--- src/rtl/convq_pkg.sv ---
// Shared types for the dual-queue conversion arbiter.
// Assumes: state encoding is visible at the top ports, so its values are fixed.
package convq_pkg;

    typedef enum logic [1:0] {
        QS_IDLE   = 2'd0,
        QS_PEND   = 2'd1,
        QS_ACTIVE = 2'd2,
        QS_PAUSED = 2'd3
    } qstate_e;

endpackage

--- src/rtl/convq_queue.sv ---
// Per-queue sequencer: holds the queue state and its table pointer,
// captures triggers and flags triggers that arrive while busy.
// Assumes: grant, preempt and done never target this queue in a state
// other than the one they are meant for (arbiter guarantees it).
module convq_queue
    import convq_pkg::*;
#(
    parameter int IDX_W = 6
) (
    input  logic             clk,
    input  logic             rst_n,
    input  logic             trig,
    input  logic [IDX_W-1:0] begin_ptr,
    input  logic             cont_mode,
    input  logic             grant,
    input  logic             eoq,
    input  logic             done,
    input  logic             done_pause,
    input  logic             preempt,
    output qstate_e          state,
    output logic [IDX_W-1:0] ptr,
    output logic             ovr
);

    // State, pointer and overrun flag update.
    always_ff @(posedge clk) begin
        if (!rst_n) begin
            state <= QS_IDLE;
            ptr   <= '0;
            ovr   <= 1'b0;
        end else begin
            ovr <= trig && (state == QS_PEND || state == QS_ACTIVE);
            case (state)
                QS_IDLE: begin
                    if (trig) begin
                        state <= QS_PEND;
                        ptr   <= begin_ptr;
                    end
                end
                QS_PAUSED: begin
                    if (trig) state <= QS_PEND;
                end
                QS_PEND: begin
                    if (grant) begin
                        if (eoq) begin
                            state <= cont_mode ? QS_PEND : QS_IDLE;
                            ptr   <= begin_ptr;
                        end else begin
                            state <= QS_ACTIVE;
                        end
                    end
                end
                QS_ACTIVE: begin
                    if (preempt) begin
                        state <= QS_PEND;
                    end else if (done) begin
                        ptr   <= ptr + IDX_W'(1);
                        state <= done_pause ? QS_PAUSED : QS_PEND;
                    end
                end
                default: state <= QS_IDLE;
            endcase
        end
    end


    ovr_when_busy_chk: assert property (@(posedge clk) disable iff (!rst_n)
        ovr |-> ($past(state) == QS_PEND || $past(state) == QS_ACTIVE));


    idle_hold_chk: assert property (@(posedge clk) disable iff (!rst_n)
        (state == QS_IDLE && !trig) |=> state == QS_IDLE);


    preempt_active_chk: assert property (@(posedge clk) disable iff (!rst_n)
        preempt |-> state == QS_ACTIVE);

endmodule

--- src/rtl/convq_arbiter.sv ---
// Combinational grant logic for the shared converter.
// Queue 1 wins over queue 2; queue 1 may take the converter from a
// queue 2 conversion unless that conversion is in its final cycle.
// Assumes: owner is 0 for queue 1, 1 for queue 2.
module convq_arbiter (
    input  logic       pend1,
    input  logic       pend2,
    input  logic       busy,
    input  logic       owner,
    input  logic       finishing,
    output logic [1:0] gnt
);

    // Priority selection between the two pending queues.
    always_comb begin
        gnt    = 2'b00;
        gnt[0] = pend1 && (!busy || (owner && !finishing));
        gnt[1] = pend2 && !busy && !pend1;
    end

endmodule

--- src/rtl/convq_conv_stub.sv ---
// Fixed-latency converter model: a start occupies it for CONV_CYCLES
// cycles, then a result strobe follows. A start while busy is an abort
// of the running conversion, which then yields no result.
// Assumes: start never coincides with finishing.
module convq_conv_stub #(
    parameter int IDX_W       = 6,
    parameter int CONV_CYCLES = 16
) (
    input  logic             clk,
    input  logic             rst_n,
    input  logic             start,
    input  logic             start_owner,
    input  logic [IDX_W-1:0] start_idx,
    input  logic             start_pause,
    output logic             busy,
    output logic             owner,
    output logic [IDX_W-1:0] idx,
    output logic             cur_pause,
    output logic             finishing,
    output logic             res_valid,
    output logic             res_owner,
    output logic [IDX_W-1:0] res_idx,
    output logic             abort_pulse
);

    localparam int CNT_W = (CONV_CYCLES > 1) ? $clog2(CONV_CYCLES) : 1;
    localparam logic [CNT_W-1:0] LAST = CNT_W'(CONV_CYCLES - 1);

    logic [CNT_W-1:0] cnt;

    assign finishing = busy && (cnt == LAST);

    // Occupancy counter, conversion record and result/abort strobes.
    always_ff @(posedge clk) begin
        if (!rst_n) begin
            busy        <= 1'b0;
            owner       <= 1'b0;
            idx         <= '0;
            cur_pause   <= 1'b0;
            cnt         <= '0;
            res_valid   <= 1'b0;
            res_owner   <= 1'b0;
            res_idx     <= '0;
            abort_pulse <= 1'b0;
        end else begin
            res_valid   <= finishing;
            res_owner   <= owner;
            res_idx     <= idx;
            abort_pulse <= start && busy;
            if (start) begin
                busy      <= 1'b1;
                owner     <= start_owner;
                idx       <= start_idx;
                cur_pause <= start_pause;
                cnt       <= '0;
            end else if (finishing) begin
                busy <= 1'b0;
            end else if (busy) begin
                cnt <= cnt + CNT_W'(1);
            end
        end
    end


    no_abort_final_chk: assert property (@(posedge clk) disable iff (!rst_n)
        start |-> !finishing);


    busy_span_chk: assert property (@(posedge clk) disable iff (!rst_n)
        (busy && !finishing && !start) |=> (busy && cnt == $past(cnt) + CNT_W'(1)));


    abort_no_result_chk: assert property (@(posedge clk) disable iff (!rst_n)
        abort_pulse |-> !res_valid);

endmodule

--- src/rtl/dual_queue_conv_sched.sv ---
// Top of the dual-queue conversion arbiter: merges trigger sources,
// instantiates both queue sequencers, the arbiter and the converter
// model, and performs the command fetch for the granted queue.
// Assumes: the command table answers cmd_addr combinationally; channel
// all-ones marks end of queue; queue 1 starts at index 0.
module dual_queue_conv_sched
    import convq_pkg::*;
#(
    parameter int IDX_W       = 6,
    parameter int CHAN_W      = 6,
    parameter int CONV_CYCLES = 16
) (
    input  logic              clk,
    input  logic              rst_n,
    input  logic              q1_ext_trig,
    input  logic              q1_sw_scan,
    input  logic              q1_cont,
    input  logic              q2_ext_trig,
    input  logic              q2_sw_scan,
    input  logic              q2_timer_tick,
    input  logic              q2_cont,
    input  logic [IDX_W-1:0]  q2_begin,
    output logic [IDX_W-1:0]  cmd_addr,
    input  logic [CHAN_W:0]   cmd_word,
    output logic              conv_busy,
    output logic              conv_owner,
    output logic              res_valid,
    output logic              res_queue,
    output logic [IDX_W-1:0]  res_idx,
    output logic              abort_evt,
    output logic              q1_ovr,
    output logic              q2_ovr,
    output logic [1:0]        q1_state,
    output logic [1:0]        q2_state
);

    localparam int NQ = 2;
    localparam logic [CHAN_W-1:0] EOQ_CHAN = '1;

    logic [NQ-1:0]    trig, cont, gnt, q_done, q_preempt, ovr, pend;
    logic [IDX_W-1:0] begin_ptr [NQ];
    logic [IDX_W-1:0] ptr [NQ];
    qstate_e          st [NQ];

    logic             busy, owner, finishing, cur_pause, start, eoq;
    logic [IDX_W-1:0] cur_idx;

    // Trigger source merging per queue.
    assign trig[0]      = q1_ext_trig | q1_sw_scan;
    assign trig[1]      = q2_ext_trig | q2_sw_scan | q2_timer_tick;
    assign cont[0]      = q1_cont;
    assign cont[1]      = q2_cont;
    assign begin_ptr[0] = '0;
    assign begin_ptr[1] = q2_begin;

    // Command fetch for the queue that would be granted.
    assign cmd_addr = pend[0] ? ptr[0] : ptr[1];
    assign eoq      = (cmd_word[CHAN_W-1:0] == EOQ_CHAN);
    assign start    = (|gnt) && !eoq;

    assign q_preempt[0] = 1'b0;
    assign q_preempt[1] = start && busy;

    for (genvar q = 0; q < NQ; q++) begin : g_queue
        assign pend[q]   = (st[q] == QS_PEND);
        assign q_done[q] = finishing && (owner == 1'(q));

        convq_queue #(.IDX_W(IDX_W)) u_queue (
            .clk        (clk),
            .rst_n      (rst_n),
            .trig       (trig[q]),
            .begin_ptr  (begin_ptr[q]),
            .cont_mode  (cont[q]),
            .grant      (gnt[q]),
            .eoq        (eoq),
            .done       (q_done[q]),
            .done_pause (cur_pause),
            .preempt    (q_preempt[q]),
            .state      (st[q]),
            .ptr        (ptr[q]),
            .ovr        (ovr[q])
        );
    end

    convq_arbiter u_arb (
        .pend1     (pend[0]),
        .pend2     (pend[1]),
        .busy      (busy),
        .owner     (owner),
        .finishing (finishing),
        .gnt       (gnt)
    );

    convq_conv_stub #(.IDX_W(IDX_W), .CONV_CYCLES(CONV_CYCLES)) u_conv (
        .clk         (clk),
        .rst_n       (rst_n),
        .start       (start),
        .start_owner (gnt[1]),
        .start_idx   (cmd_addr),
        .start_pause (cmd_word[CHAN_W]),
        .busy        (busy),
        .owner       (owner),
        .idx         (cur_idx),
        .cur_pause   (cur_pause),
        .finishing   (finishing),
        .res_valid   (res_valid),
        .res_owner   (res_queue),
        .res_idx     (res_idx),
        .abort_pulse (abort_evt)
    );

    assign conv_busy  = busy;
    assign conv_owner = owner;
    assign q1_ovr     = ovr[0];
    assign q2_ovr     = ovr[1];
    assign q1_state   = st[0];
    assign q2_state   = st[1];


    q2_no_preempt_chk: assert property (@(posedge clk) disable iff (!rst_n)
        (start && busy) |-> owner == 1'b1);


    q1_first_chk: assert property (@(posedge clk) disable iff (!rst_n)
        (pend[0] && pend[1] && !busy) |=> st[1] == QS_PEND);


    resume_index_chk: assert property (@(posedge clk) disable iff (!rst_n)
        q_preempt[1] |=> (st[1] == QS_PEND && ptr[1] == $past(cur_idx)));

endmodule

--- config.mk ---
export PLATFORM = sky130hd
export DESIGN_NAME = dual_queue_conv_sched
export DESIGN_NICKNAME = d
export VERILOG_FILES = /design/src/rtl/convq_pkg.sv /design/src/rtl/convq_queue.sv /design/src/rtl/convq_arbiter.sv /design/src/rtl/convq_conv_stub.sv /design/src/rtl/dual_queue_conv_sched.sv
export SDC_FILE = /design/constraint.sdc
export NUM_CORES = 1
export LEC_CHECK = 0
export ABC_AREA = 1
export BUFFER_PORTS_ARGS = -buffer_cell sky130_fd_sc_hd__buf_2
export CAP_MARGIN = 40
export CORE_MARGIN = 5
export CORE_UTILIZATION = 30
export DETAILED_ROUTE_END_ITERATION = 8
export GPL_TIMING_DRIVEN = 0
export PLACE_DENSITY = 0.62
export SLEW_MARGIN = 40
export SYNTH_ARGS = -nofsm -noshare
export SYNTH_HDL_FRONTEND = slang
export SYNTH_HIERARCHICAL = 1
export SYNTH_SLANG_ARGS = --single-unit
--- constraint.sdc ---
create_clock -name clk -period 1.9 [get_ports clk]
set_input_delay 0.095 -clock clk [delete_from_list [all_inputs] [get_ports clk]]
set_output_delay 0.095 -clock clk [all_outputs]
set_load 0.01 [all_outputs]
== Yosys cells after proc, flatten, opt, wreduce, memory -nomap -nowiden ==
Cells that the tools add are included.
W data, S select, Z words.

* Add/subtract/negate cells: 3
* Muxes and demuxes: 28
* Order comparisons: 0
* Reductions and logical operators: 32
* Shift-type cells: 0
* $mul: 0
* Bitwise gates (word level): 6
* Eq/ne operators: 20
* Div/mod/pow operators: 0

{| class="wikitable"
|+ Operator list
! cell !! number
|-
| $mux W6 || 10
|-
| $pmux W6 S3 || 2
|-
| $mux W2 || 10
|-
| $add A6 B1 Y6 const B || 2
|-
| $ne A2 B1 Y1 const B || 6
|-
| $pmux W2 S3 || 2
|-
| $logic_and A1 B1 Y1 || 11
|-
| $ne A2 B2 Y1 const B || 5
|-
| $eq A2 B2 Y1 const B || 4
|-
| $reduce_or A2 Y1 || 4
|-
| $eq A6 B6 Y1 const B || 1
|-
| $reduce_and A3 Y1 || 2
|-
| $reduce_and A6 Y1 || 1
|-
| $reduce_bool A3 Y1 || 2
|-
| $reduce_and A5 Y1 || 1
|-
| $add A4 B1 Y4 const B || 1
|-
| $eq A2 B1 Y1 const B || 2
|-
| $eq A4 B4 Y1 const B || 1
|-
| $logic_not A1 Y1 || 4
|-
| $logic_not A2 Y1 || 2
|-
| $mux W1 || 4
|-
| $logic_or A1 B1 Y1 || 3
|-
| $ne A3 B1 Y1 const B || 1
|-
| $not A1 Y1 || 3
|-
| 3 further kinds || 5
|}

* Input bits: 22
* Bits in registers: 40
* Bits in read-only memories: 0
* Memories: 0
* RAM bits: 0
* Latch bits: 0
* Logic and storage cells: 104
* Output and inout port bits: 23

== Depth between registers and ports, before layout ==
Gate-level depths: netlist of the first run.

* Word-level depth: 11
* Mapped depth: 19
* Gate-level depth less buffers: 18

== By module ==
Netlist of the first run, hierarchy kept.

{| class="wikitable"
|+ By module, submodules not included
! module !! area each (µm²) !! cells an instance !! instances !! seq. area each (µm²)
|-
| convq_conv_stub || 759.5 || 93 || 1 || 440.4
|-
| convq_queue (g_queue[0].u_queue) || 688.2 || 100 || 1 || 180.2
|-
| convq_queue (g_queue[1].u_queue) || 674.4 || 101 || 1 || 180.2
|-
| dual_queue_conv_sched || 192.7 || 44 || 1 || 0.0
|-
| convq_arbiter || 27.5 || 6 || 1 || 0.0
|}

== Worst setup path after synthesis of the first run ==
Ideal clock, no wire load.

* Path kind: register to register
* Start: register g_queue[0].u_queue.state[0]
* End: register g_queue[1].u_queue.ptr[2]
* Period minus slack after synthesis: 1.933 ns
* Library setup time: 0.117 ns
* Stages on the path, launching flop included: 20
* Data required time: 1.783 ns
* Path slack: -0.033 ns
* Data arrival time: 1.816 ns
* Path buffers: 1
* Cell sequence: dfxtp_1 inv_1 or2_1 buf_6 clkinv_8 inv_2 nand2_1 nor2_1 nor2_1 clkinv_1 nand2_1 nor2_1 nand2_1 nand2_1 nor2_4 nand2_4 inv_6 nand2_1 nand2_1 a21oi_2

* Longest elaborated chain between the ends: 8
* Elaborated cells between the ends (all ways): 10
* Those cells by class: eq/ne (3); reduce/logical (7)

{| class="wikitable"
|+ RTL lines
! item !! line !! source
|-
| from (decl) || convq_queue.sv:20 || <nowiki>output qstate_e state,</nowiki>
|-
| from (signal assigned) || convq_queue.sv:46 || <nowiki>state <= cont_mode ? QS_PEND : QS_IDLE;</nowiki>
|-
| from (signal assigned) || convq_queue.sv:58 || <nowiki>state <= done_pause ? QS_PAUSED : QS_PEND;</nowiki>
|-
| $eq A2 B1 Y1 || dual_queue_conv_sched.sv:65 || <nowiki>assign pend[q] = (st[q] == QS_PEND);</nowiki>
|-
| via pend[0] || dual_queue_conv_sched.sv:40 || <nowiki>logic [NQ-1:0] trig, cont, gnt, q_done, q_preempt, ovr, pend;</nowiki>
|-
| $logic_not A1 Y1 || convq_arbiter.sv:18 || <nowiki>gnt[1] = pend2 && !busy && !pend1;</nowiki>
|-
| $logic_and A1 B1 Y1 || convq_arbiter.sv:18 ||
|-
| via gnt[1] || dual_queue_conv_sched.sv:40 ||
|-
| $reduce_or A2 Y1 || dual_queue_conv_sched.sv:59 || <nowiki>assign start = (|gnt) && !eoq;</nowiki>
|-
| $logic_and A1 B1 Y1 || dual_queue_conv_sched.sv:59 ||
|-
| $logic_and A1 B1 Y1 || dual_queue_conv_sched.sv:62 || <nowiki>assign q_preempt[1] = start && busy;</nowiki>
|-
| via q_preempt[1] || dual_queue_conv_sched.sv:40 ||
|-
| $ne A2 B2 Y1 (no source line) || - ||
|-
| $reduce_and A6 Y1 (no source line) || - ||
|-
| to (signal assigned) || convq_queue.sv:37 || <nowiki>ptr <= begin_ptr;</nowiki>
|-
| to (signal assigned) || convq_queue.sv:47 || <nowiki>ptr <= begin_ptr;</nowiki>
|-
| to (signal assigned) || convq_queue.sv:57 || <nowiki>ptr <= ptr + IDX_W'(1);</nowiki>
|-
| to (decl) || convq_queue.sv:21 || <nowiki>output logic [IDX_W-1:0] ptr,</nowiki>
|}

The timed path passes the listed nets, and every way through them passes these cells.
A chain may end at the register's enable or synchronous reset.

== Worst setup path in the final report of the first run ==
Same ends and word-level chain as after synthesis.

==> qor.txt, run 1 <==
SYNTHESIS
---------------------------------------------------------------------------------
Most instantiated flip-flop cell in the synthesis netlist            sky130_fd_sc_hd__dfxtp_1
Portion of synthesized cell area occupied by the leading cell type         0.3419
Yosys warns                                                                     6
Average footprint of a synthesized cell                                6.809 um^2
Number of library cell types mapped by synthesis                               35
EDFF count, synth                                                               0
Synth area leader                                                    sky130_fd_sc_hd__dfxtp_1
Cell area after synthesis                                               2342 um^2
Share of flip-flops with an asynchronous set or reset                           0
Commonest cells post-synth                                           98 x sky130_fd_sc_hd__nand2_1, 53 x sky130_fd_sc_hd__inv_1, 40 x sky130_fd_sc_hd__dfxtp_1, 36 x sky130_fd_sc_hd__nor2_1, 19 x sky130_fd_sc_hd__nand3_1
Post-synthesis sequential element count                                        40
Ranking of synthesized cells by area                                 sky130_fd_sc_hd__dfxtp_1 34%, sky130_fd_sc_hd__nand2_1 16%, sky130_fd_sc_hd__inv_1 8.5%, sky130_fd_sc_hd__ha_1 6.9%, sky130_fd_sc_hd__nor2_1 5.8%
Part of the Yosys area used for sequential elements                        0.3419
Synthesized netlist cell count                                                344
Most numerous cell in the Yosys netlist                              sky130_fd_sc_hd__nand2_1

HOLD PATH
---------------------------------------------------------------------------------
Number of stages on the worst hold path                                         3
Sink of the worst hold path                                          u_conv/cur_pause$_SDFFE_PN0P_
Worst Min Path Start                                                  cmd_word[6]
Worst min-delay path category                                        input port to flop

DRT
---------------------------------------------------------------------------------
Total DRC errors in the routed layout                                           0
Via density per instance                                                    4.251
Overall routed net length                                                5.513 mm
Detail Route Antenna Nets                                                       0
Number of DRC violations after detailed-routing iteration 0                   105
Detail-routed net length per standard cell                               10.64 um
Total vias in the final route                                                2202
Number of iterations in the first detailed-routing pass                         4

TIMING
---------------------------------------------------------------------------------
Accumulated negative setup slack                                             0 ps
Final Hold Slack                                                         56.28 ps
Timing-limited maximum frequency                                       0.5437 GHz
Final-report max-slew violation count                                           0
RSZ-0062 raised after global routing                                         true
Time the worst path needs with I/O delays and setup                       1839 ps
Fin. Hold Viols                                                                 0
Final Cycle Share                                                          0.9681
Final clock skew                                                         4.829 ps
Smallest setup slack after layout                                        60.64 ps
Final setup fails                                                               0

DIE
---------------------------------------------------------------------------------
Placeable core region                                                   7647 um^2
Starting density of the core                                               0.3063
Number of top-level pins                                                       45
Placement Rows                                                                 32
Floorplan die height                                                     98.36 um
Full die area                                                           9675 um^2
Die X-Extent                                                             98.36 um

SETUP PATH
---------------------------------------------------------------------------------
Worst Reg2Reg Path Length in Cells                                             19
Sequence of cells on the critical path                               inv_2 -> or2_1 -> buf_6 -> clkinv_8 -> inv_6 -> nand2_4 -> nor2_4 -> nor2_2 -> inv_2 -> nand2_4 -> nor2_4 -> nand2_2 -> nand2_2 -> nor2_4 -> nand2_4 -> inv_6 -> nand2_2 -> nand2_2 -> a21oi_2
Worst r2r src                                                        g_queue[0].u_queue/state[0]$_SDFFE_PN0P_
Worst-path maximum fanout                                                       6
Classification of the worst setup path                               flop to flop
Cell class contributing the biggest share of worst-path delay        simple AND/OR/NAND/NOR gates
Minimum setup slack among reg-to-reg paths                                  60 ps
Sort of element at the start of the critical path                            flop
Cell repeated most along the worst path                              sky130_fd_sc_hd__nand2_2
Data required time of the critical path                                   2090 ps
Endpoint kind of the worst setup timing path                                 flop
Worst endpoint data arrival time                                          2030 ps
Biggest cell delay along the critical path                                 340 ps
Critical path buffer and inverter count                                         6
Crit-path slowest cell                                               sky130_fd_sc_hd__dfxtp_2
Reg-to-Reg End                                                       g_queue[1].u_queue/ptr[2]$_SDFFE_PN0P_

CLOCK NETWORK
---------------------------------------------------------------------------------
Later-pin clock latency in the skew report                                 300 ps
CTS Buf Count                                                                   5
Number of sinks on the clock net                                               40
Clock root cell                                                      sky130_fd_sc_hd__clkbuf_8
CTS hold repair buffers                                                         0
Max H-tree Level                                                                2
Clock-pin slew on the worst setup and hold paths                            90 ps
Worst-case clock buffer depth                                                   2
TritonCTS clock tree                                                         done

FLOW RUN
---------------------------------------------------------------------------------
Number of violations of the max-capacitance limit                               0

PLACEMENT
---------------------------------------------------------------------------------
Placed inst area                                                        2720 um^2
Cell total after placement                                                    497
Pre-CTS setup slack                                                     -231.5 ps
Final HPWL DP                                                            4.078 mm
Routability cong.                                                          0.8030
Count of buffers inserted at the top-level ports                               44

CELLS AND AREA
---------------------------------------------------------------------------------
Fill cell instance count of the final layout                                  813
Share of layout cells above drive strength 1                               0.3221
Post-route non-filler standard cell count                                     518
Finished Cell Area                                                      3040 um^2
Synth-to-layout area growth                                                29.81%
Antenna fix cells                                                               0
Number of nets in the finished design                                         450

POWER
---------------------------------------------------------------------------------
Leak Pwr                                                                 1.527 nW
Worst voltage drop across the vdd grid                                  0.4242 mV
Cell-internal power                                                      2.420 mW
Combinational group share of total power                                    0.531
Fraction of power consumed by the clock network                             0.164
Fraction of power spent switching nets                                     0.4518
Power density relative to cell area                                  1452 nW/um^2
Sequential group share of total power                                       0.306
Switching power of the nets                                              1.994 mW

GLOBAL ROUTE
---------------------------------------------------------------------------------
Global route overflow                                                           0
Vias in the first global route                                               2148
Global-route wire length before repair                                   9.522 mm
Pin count of the biggest net entering global routing                           21
Overall fraction of global-route tracks in use                             0.1187
Initial antenna violation count                                                 0

STATUS
---------------------------------------------------------------------------------
Run status                                                              completed

-- tightest hold or removal path, cell delays in order --
cell                      delay [ps]
sky130_fd_sc_hd__buf_2            90
sky130_fd_sc_hd__nand3_1          70
sky130_fd_sc_hd__nand2_1          70
-- per-layer routing --
layer  global-route usage  share of wire  vias up
met4              0.03676          0.014        0
li1                     -              -     1187
met1               0.1487           0.45      960
met3              0.03429          0.062        7
met2               0.1966           0.48       48
met5                    0              0        -
-- registers in the layout (all words and copies together), names as in the netlist, 2 cells and up --
name and cells:
g_queue.u_queue/ptr 12, u_conv/idx 6, u_conv/res_idx 6, g_queue.u_queue/state 4
u_conv/cnt 4, g_queue.u_queue/ovr 2
-- worst max-delay path by stage --
stage                                        startpoint                                     end  slack (ps)  depth (start not counted)
2_1_floorplan                u_conv/cnt[0]$_SDFFE_PP0P_  g_queue[1].u_queue/ptr[2]$_SDFFE_PN0P_          10                         18
3_3_place_gp                 u_conv/cnt[0]$_SDFFE_PP0P_  g_queue[1].u_queue/ptr[4]$_SDFFE_PN0P_        -200                         18
4_1_cts        g_queue[0].u_queue/state[1]$_SDFFE_PN0P_  g_queue[1].u_queue/ptr[2]$_SDFFE_PN0P_           3                         18
6_report       g_queue[0].u_queue/state[0]$_SDFFE_PN0P_  g_queue[1].u_queue/ptr[2]$_SDFFE_PN0P_          60                         19
5_1_grt        g_queue[0].u_queue/state[0]$_SDFFE_PN0P_  g_queue[1].u_queue/ptr[2]$_SDFFE_PN0P_         -70                         19
3_5_place_dp                 u_conv/cnt[0]$_SDFFE_PP0P_  g_queue[1].u_queue/ptr[2]$_SDFFE_PN0P_        -230                         18
-- layout by cell type, fill, tap and decap left out, types with 2 or more instances in the layout --
cell type,netlist,final
sky130_fd_sc_hd__inv_1,53,51
sky130_fd_sc_hd__nand3_1,19,18
sky130_fd_sc_hd__a21oi_1,6,6
sky130_fd_sc_hd__clkbuf_8,0,5
sky130_fd_sc_hd__buf_4,0,13
sky130_fd_sc_hd__nand2_2,11,17
sky130_fd_sc_hd__o21ai_1,6,9
sky130_fd_sc_hd__nand2_4,2,4
sky130_fd_sc_hd__ha_1,13,12
sky130_fd_sc_hd__inv_2,6,8
sky130_fd_sc_hd__o21ai_2,2,2
sky130_fd_sc_hd__nor2_4,2,6
sky130_fd_sc_hd__nor2_1,36,32
sky130_fd_sc_hd__nand2_1,98,90
sky130_fd_sc_hd__nand3_2,3,3
sky130_fd_sc_hd__nor2_2,3,3
sky130_fd_sc_hd__buf_6,2,2
sky130_fd_sc_hd__or2_1,2,2
sky130_fd_sc_hd__dfxtp_1,40,35
sky130_fd_sc_hd__dfxtp_2,0,3
sky130_fd_sc_hd__conb_1,1,8
sky130_fd_sc_hd__nor3_1,3,3
sky130_fd_sc_hd__buf_2,2,45
sky130_fd_sc_hd__inv_6,2,4
sky130_fd_sc_hd__clkbuf_4,1,2
sky130_fd_sc_hd__o21ai_0,13,10
sky130_fd_sc_hd__a21oi_2,7,6
sky130_fd_sc_hd__dfxtp_4,0,2
-- power groups by stage --
stage / combinational, mW / sequential, mW / clock, mW
2_1_floorplan: 1.54 / 1.34 / 0
3_3_place_gp: 2.02 / 1.36 / 0
3_5_place_dp: 2.05 / 1.36 / 0
4_1_cts: 2.17 / 1.34 / 0.760
5_1_grt: 2.67 / 1.39 / 0.786
6_report: 2.34 / 1.35 / 0.722
-- metrics by stage --
step | total power, mW | util
global route | 4.849 | 0.3976
CTS | 4.271 | 0.3848
detailed placement | 3.408 | 0.3557
finish | 4.414 | 0.3976
floorplan | 2.881 | -
global placement | 3.371 | 0.3557
-- cells by family after synthesis --
kind of cell | Yosys count | share of synthesized area
and+or+nand+nor | 182 | 0.3504
other | 1 | 0.001601
AOI/OAI and AO/OA | 39 | 0.1042
muxes | 1 | 0.004807
adders and majority gates | 13 | 0.06945
buffers and inverters | 68 | 0.1277
DFF | 40 | 0.3419
-- timing repair --
item / CTS / global route
setup endpoints to repair: 19 / 19
resized for setup: 14 / 23
pin swaps: 6 / 11
buffers inserted: 8 / 5
-- area by class of cell --
cell class                      instances  area [um^2]  area share
Buffer                                  5        42.54     0.01399
Sequential cell                        40        812.0      0.2671
Inverter                               63        264.0     0.08683
Clock buffer                            5        68.82     0.02263
Multi-Input combinational cell        243         1361      0.4477
Tap cell                              102        127.6     0.04198
Timing Repair Buffer                   57        317.8      0.1045
Clock inverter                          3        46.29     0.01523
No activity file was read; power rests on OpenSTA's default activity.
==> run 2, diff against run 1 <==
--- a/config.mk
+++ b/config.mk
@@ -8,6 +8,7 @@
 export ABC_AREA = 1
 export BUFFER_PORTS_ARGS = -buffer_cell sky130_fd_sc_hd__buf_2
 export CAP_MARGIN = 40
+export CORE_ASPECT_RATIO = 1.5
 export CORE_MARGIN = 5
 export CORE_UTILIZATION = 30
 export DETAILED_ROUTE_END_ITERATION = 8
==> qor.txt, run 2 (same netlist as run 1, synthesis figures left out) <==
POWER
-------------------------------------------------------------------------------------
Worst voltage drop across the vdd grid                                      0.5500 mV   +30%
Power density relative to cell area                                      1506 nW/um^2   +3.7%
Total Power                                                                  4.617 mW   +4.6%
Leak Pwr                                                                     1.537 nW   +0.63%

TIMING
-------------------------------------------------------------------------------------
Timing-limited maximum frequency                                           0.5363 GHz   -1.4%
Final Cycle Share                                                              0.9814   +0.01329
Final setup fails                                                                   0   unchanged
Final-report max-slew violation count                                               0   unchanged
Final clock skew                                                             5.756 ps   +0.9275 ps
Fin. Hold Viols                                                                     0   unchanged
RSZ-0062 raised after global routing                                             true
Accumulated negative setup slack                                                 0 ps   unchanged
Final Hold Slack                                                             50.67 ps   -5.612 ps
Time the worst path needs with I/O delays and setup                           1865 ps   +25.25 ps

SETUP PATH
-------------------------------------------------------------------------------------
Classification of the worst setup path                                   flop to flop
Cell repeated most along the worst path                                  sky130_fd_sc_hd__nand2_2
Critical path buffer and inverter count                                             3   -3
Worst endpoint data arrival time                                              2080 ps   +50 ps
Worst-path maximum fanout                                                           6   unchanged
Data required time of the critical path                                       2120 ps   +30 ps
Worst Reg2Reg Path Length in Cells                                                 18   -1
Sequence of cells on the critical path                                   ha_4 -> nand3_4 -> nor2_4 -> inv_2 -> nand2_2 -> a21oi_2 -> nor2_2 -> inv_2 -> nand2_4 -> nor2_4 -> nand2_2 -> nand2_2 -> nor2_4 -> nand2_4 -> inv_6 -> nand2_2 -> nand2_2 -> a21oi_2
Endpoint kind of the worst setup timing path                                     flop
Sort of element at the start of the critical path                                flop
Crit-path slowest cell                                                   sky130_fd_sc_hd__dfxtp_4
Cell class contributing the biggest share of worst-path delay            simple AND/OR/NAND/NOR gates
Stages on worst setup path                                                         18   -1
Biggest cell delay along the critical path                                     350 ps   about the same

CLOCK NETWORK
-------------------------------------------------------------------------------------
Max H-tree Level                                                                    2   unchanged
CTS Buf Count                                                                       5   unchanged
Clock root cell                                                          sky130_fd_sc_hd__clkbuf_16
Number of sinks on the clock net                                                   40   unchanged
Clock-pin slew on the worst setup and hold paths                                60 ps   -30 ps
TritonCTS clock tree                                                             done
Worst-case clock buffer depth                                                       2   unchanged
Later-pin clock latency in the skew report                                     280 ps   -20 ps

PLACEMENT
-------------------------------------------------------------------------------------
Final HPWL DP                                                                4.368 mm   +7.1%
Count of buffers inserted at the top-level ports                                   44   unchanged
Routability cong.                                                              0.7958   -0.90%

DRT
-------------------------------------------------------------------------------------
Number of iterations in the first detailed-routing pass                             4   unchanged
Total vias in the final route                                                    2255   +2.4%
Via density per instance                                                        4.387   +3.2%
Total DRC errors in the routed layout                                               0   unchanged
Number of DRC violations after detailed-routing iteration 0                        87   -17%
Detail-routed net length per standard cell                                   11.14 um   +4.7%
Overall routed net length                                                    5.728 mm   +3.9%
Detail Route Antenna Nets                                                           0   unchanged

CELLS AND AREA
-------------------------------------------------------------------------------------
Number of nets in the finished design                                             446   -0.89%
Fill cell instance count of the final layout                                      820   +0.86%
Number of flip-flops in the largest register                                       12   unchanged
Most frequent standard cell in the layout excluding fill and tap cells   sky130_fd_sc_hd__nand2_1
Most flop-heavy register                                                 g_queue.u_queue/ptr
Antenna fix cells                                                                   0   unchanged
Commonest non-fill, non-tap cells in the layout                          87 x sky130_fd_sc_hd__nand2_1, 51 x sky130_fd_sc_hd__inv_1, 45 x sky130_fd_sc_hd__buf_2, 35 x sky130_fd_sc_hd__dfxtp_1, 31 x sky130_fd_sc_hd__nor2_1
Share of layout cells above drive strength 1                                   0.3301   +0.007982
Synth-to-layout area growth                                                    30.88%
Largest registers ranked by flip-flop count                              g_queue.u_queue/ptr x12, u_conv/idx x6, u_conv/res_idx x6

DIE
-------------------------------------------------------------------------------------
Die X-Extent                                                                 82.15 um   -16%
Placement Rows                                                                     39   +22%
Full die area                                                               9711 um^2   +0.38%
Placeable core region                                                       7612 um^2   -0.46%
Floorplan die height                                                         118.2 um   +20%
Number of top-level pins                                                           45   unchanged
Starting density of the core                                                   0.3077   +0.001410

GLOBAL ROUTE
-------------------------------------------------------------------------------------
GRT met1 Usage                                                                 0.1253   -0.02345
Most Used Layer, Global Route                                                    met2
Met2 layer usage reported by global route                                      0.2368   +0.04027
Pin count of the biggest net entering global routing                               21   unchanged
Vias in the first global route                                                   2187   +1.8%
Fraction of met3 tracks used by global routing                                0.02207   -0.01222
Global-route wire length before repair                                       9.411 mm   -1.2%
Global route overflow                                                               0   unchanged
Overall fraction of global-route tracks in use                                 0.1216   +0.002937
Initial antenna violation count                                                     0   unchanged

FLOW RUN
-------------------------------------------------------------------------------------
Number of violations of the max-capacitance limit                                   0   unchanged

HOLD PATH
-------------------------------------------------------------------------------------
Number of stages on the worst hold path                                             3   unchanged
Worst min-delay path category                                            input port to flop

STATUS
-------------------------------------------------------------------------------------
Run status                                                                  completed

==> run 2: final timing paths <==
path	start	endpoint	slack, ps
worst max-delay path	u_conv/cnt[0]$_SDFFE_PP0P_	g_queue[1].u_queue/ptr[4]$_SDFFE_PN0P_	40
worst min-delay path	cmd_word[6]	u_conv/cur_pause$_SDFFE_PN0P_	50
worst max register to register	u_conv/cnt[0]$_SDFFE_PP0P_	g_queue[1].u_queue/ptr[4]$_SDFFE_PN0P_	40
worst min register to register	u_conv/idx[1]$_SDFFE_PN0P_	u_conv/res_idx[1]$_SDFF_PN0_	430
==> run 2: tightest hold or removal path, stage by stage <==
cell and delay (ps):
sky130_fd_sc_hd__buf_2 90, sky130_fd_sc_hd__nand3_1 70, sky130_fd_sc_hd__nand2_1 60
==> run 2: power by group <==
part           internal (mW)  switching [mW]  leakage, nW
sequential              1.11           0.233        0.331
clock                  0.624           0.355       0.0840
combinational          0.862            1.43         1.12
==> run 2: through the flow <==
stage	utilization	instances	worst slack (ps)	cell area, um^2
finish	0.4027	514	35.38	3065
floorplan	-	351	13.01	2372
global placement	0.3573	497	-193.0	2720
detailed placement	0.3573	497	-267.3	2720
global route	0.4027	514	-63.63	3065
CTS	0.3948	513	3.371	3005
==> run 2: layer usage <==
| layer | vias to the layer above | routed length, um |
|---|---|---|
| met1 | 1044 | 2169 |
| met4 | 0 | 46 |
| li1 | 1179 | - |
| met3 | 5 | 206 |
| met2 | 27 | 3305 |
| met5 | - | 0 |
==> run 2: area by class of cell <==
| cell class | instances | area [um^2] | area share |
|---|---|---|---|
| plain buffers | 4 | 31.28 | 0.01020 |
| clock buffers | 5 | 125.1 | 0.04082 |
| clock inverters | 3 | 47.55 | 0.01551 |
| inverters | 63 | 259.0 | 0.08449 |
| multi-input cells | 243 | 1365 | 0.4453 |
| flip-flops and latches | 40 | 814.5 | 0.2657 |
| well taps | 102 | 127.6 | 0.04163 |
| repair buffers | 54 | 295.3 | 0.09633 |
==> run 2: repair_timing <==
item,in CTS,in global routing
buffers inserted,8,2
endpoints found under the hold margin,0,0
endpoints found under the setup margin,22,20
pin swaps,7,11
gates resized for setup,16,22
cloned,0,0
hold buffers,0,0
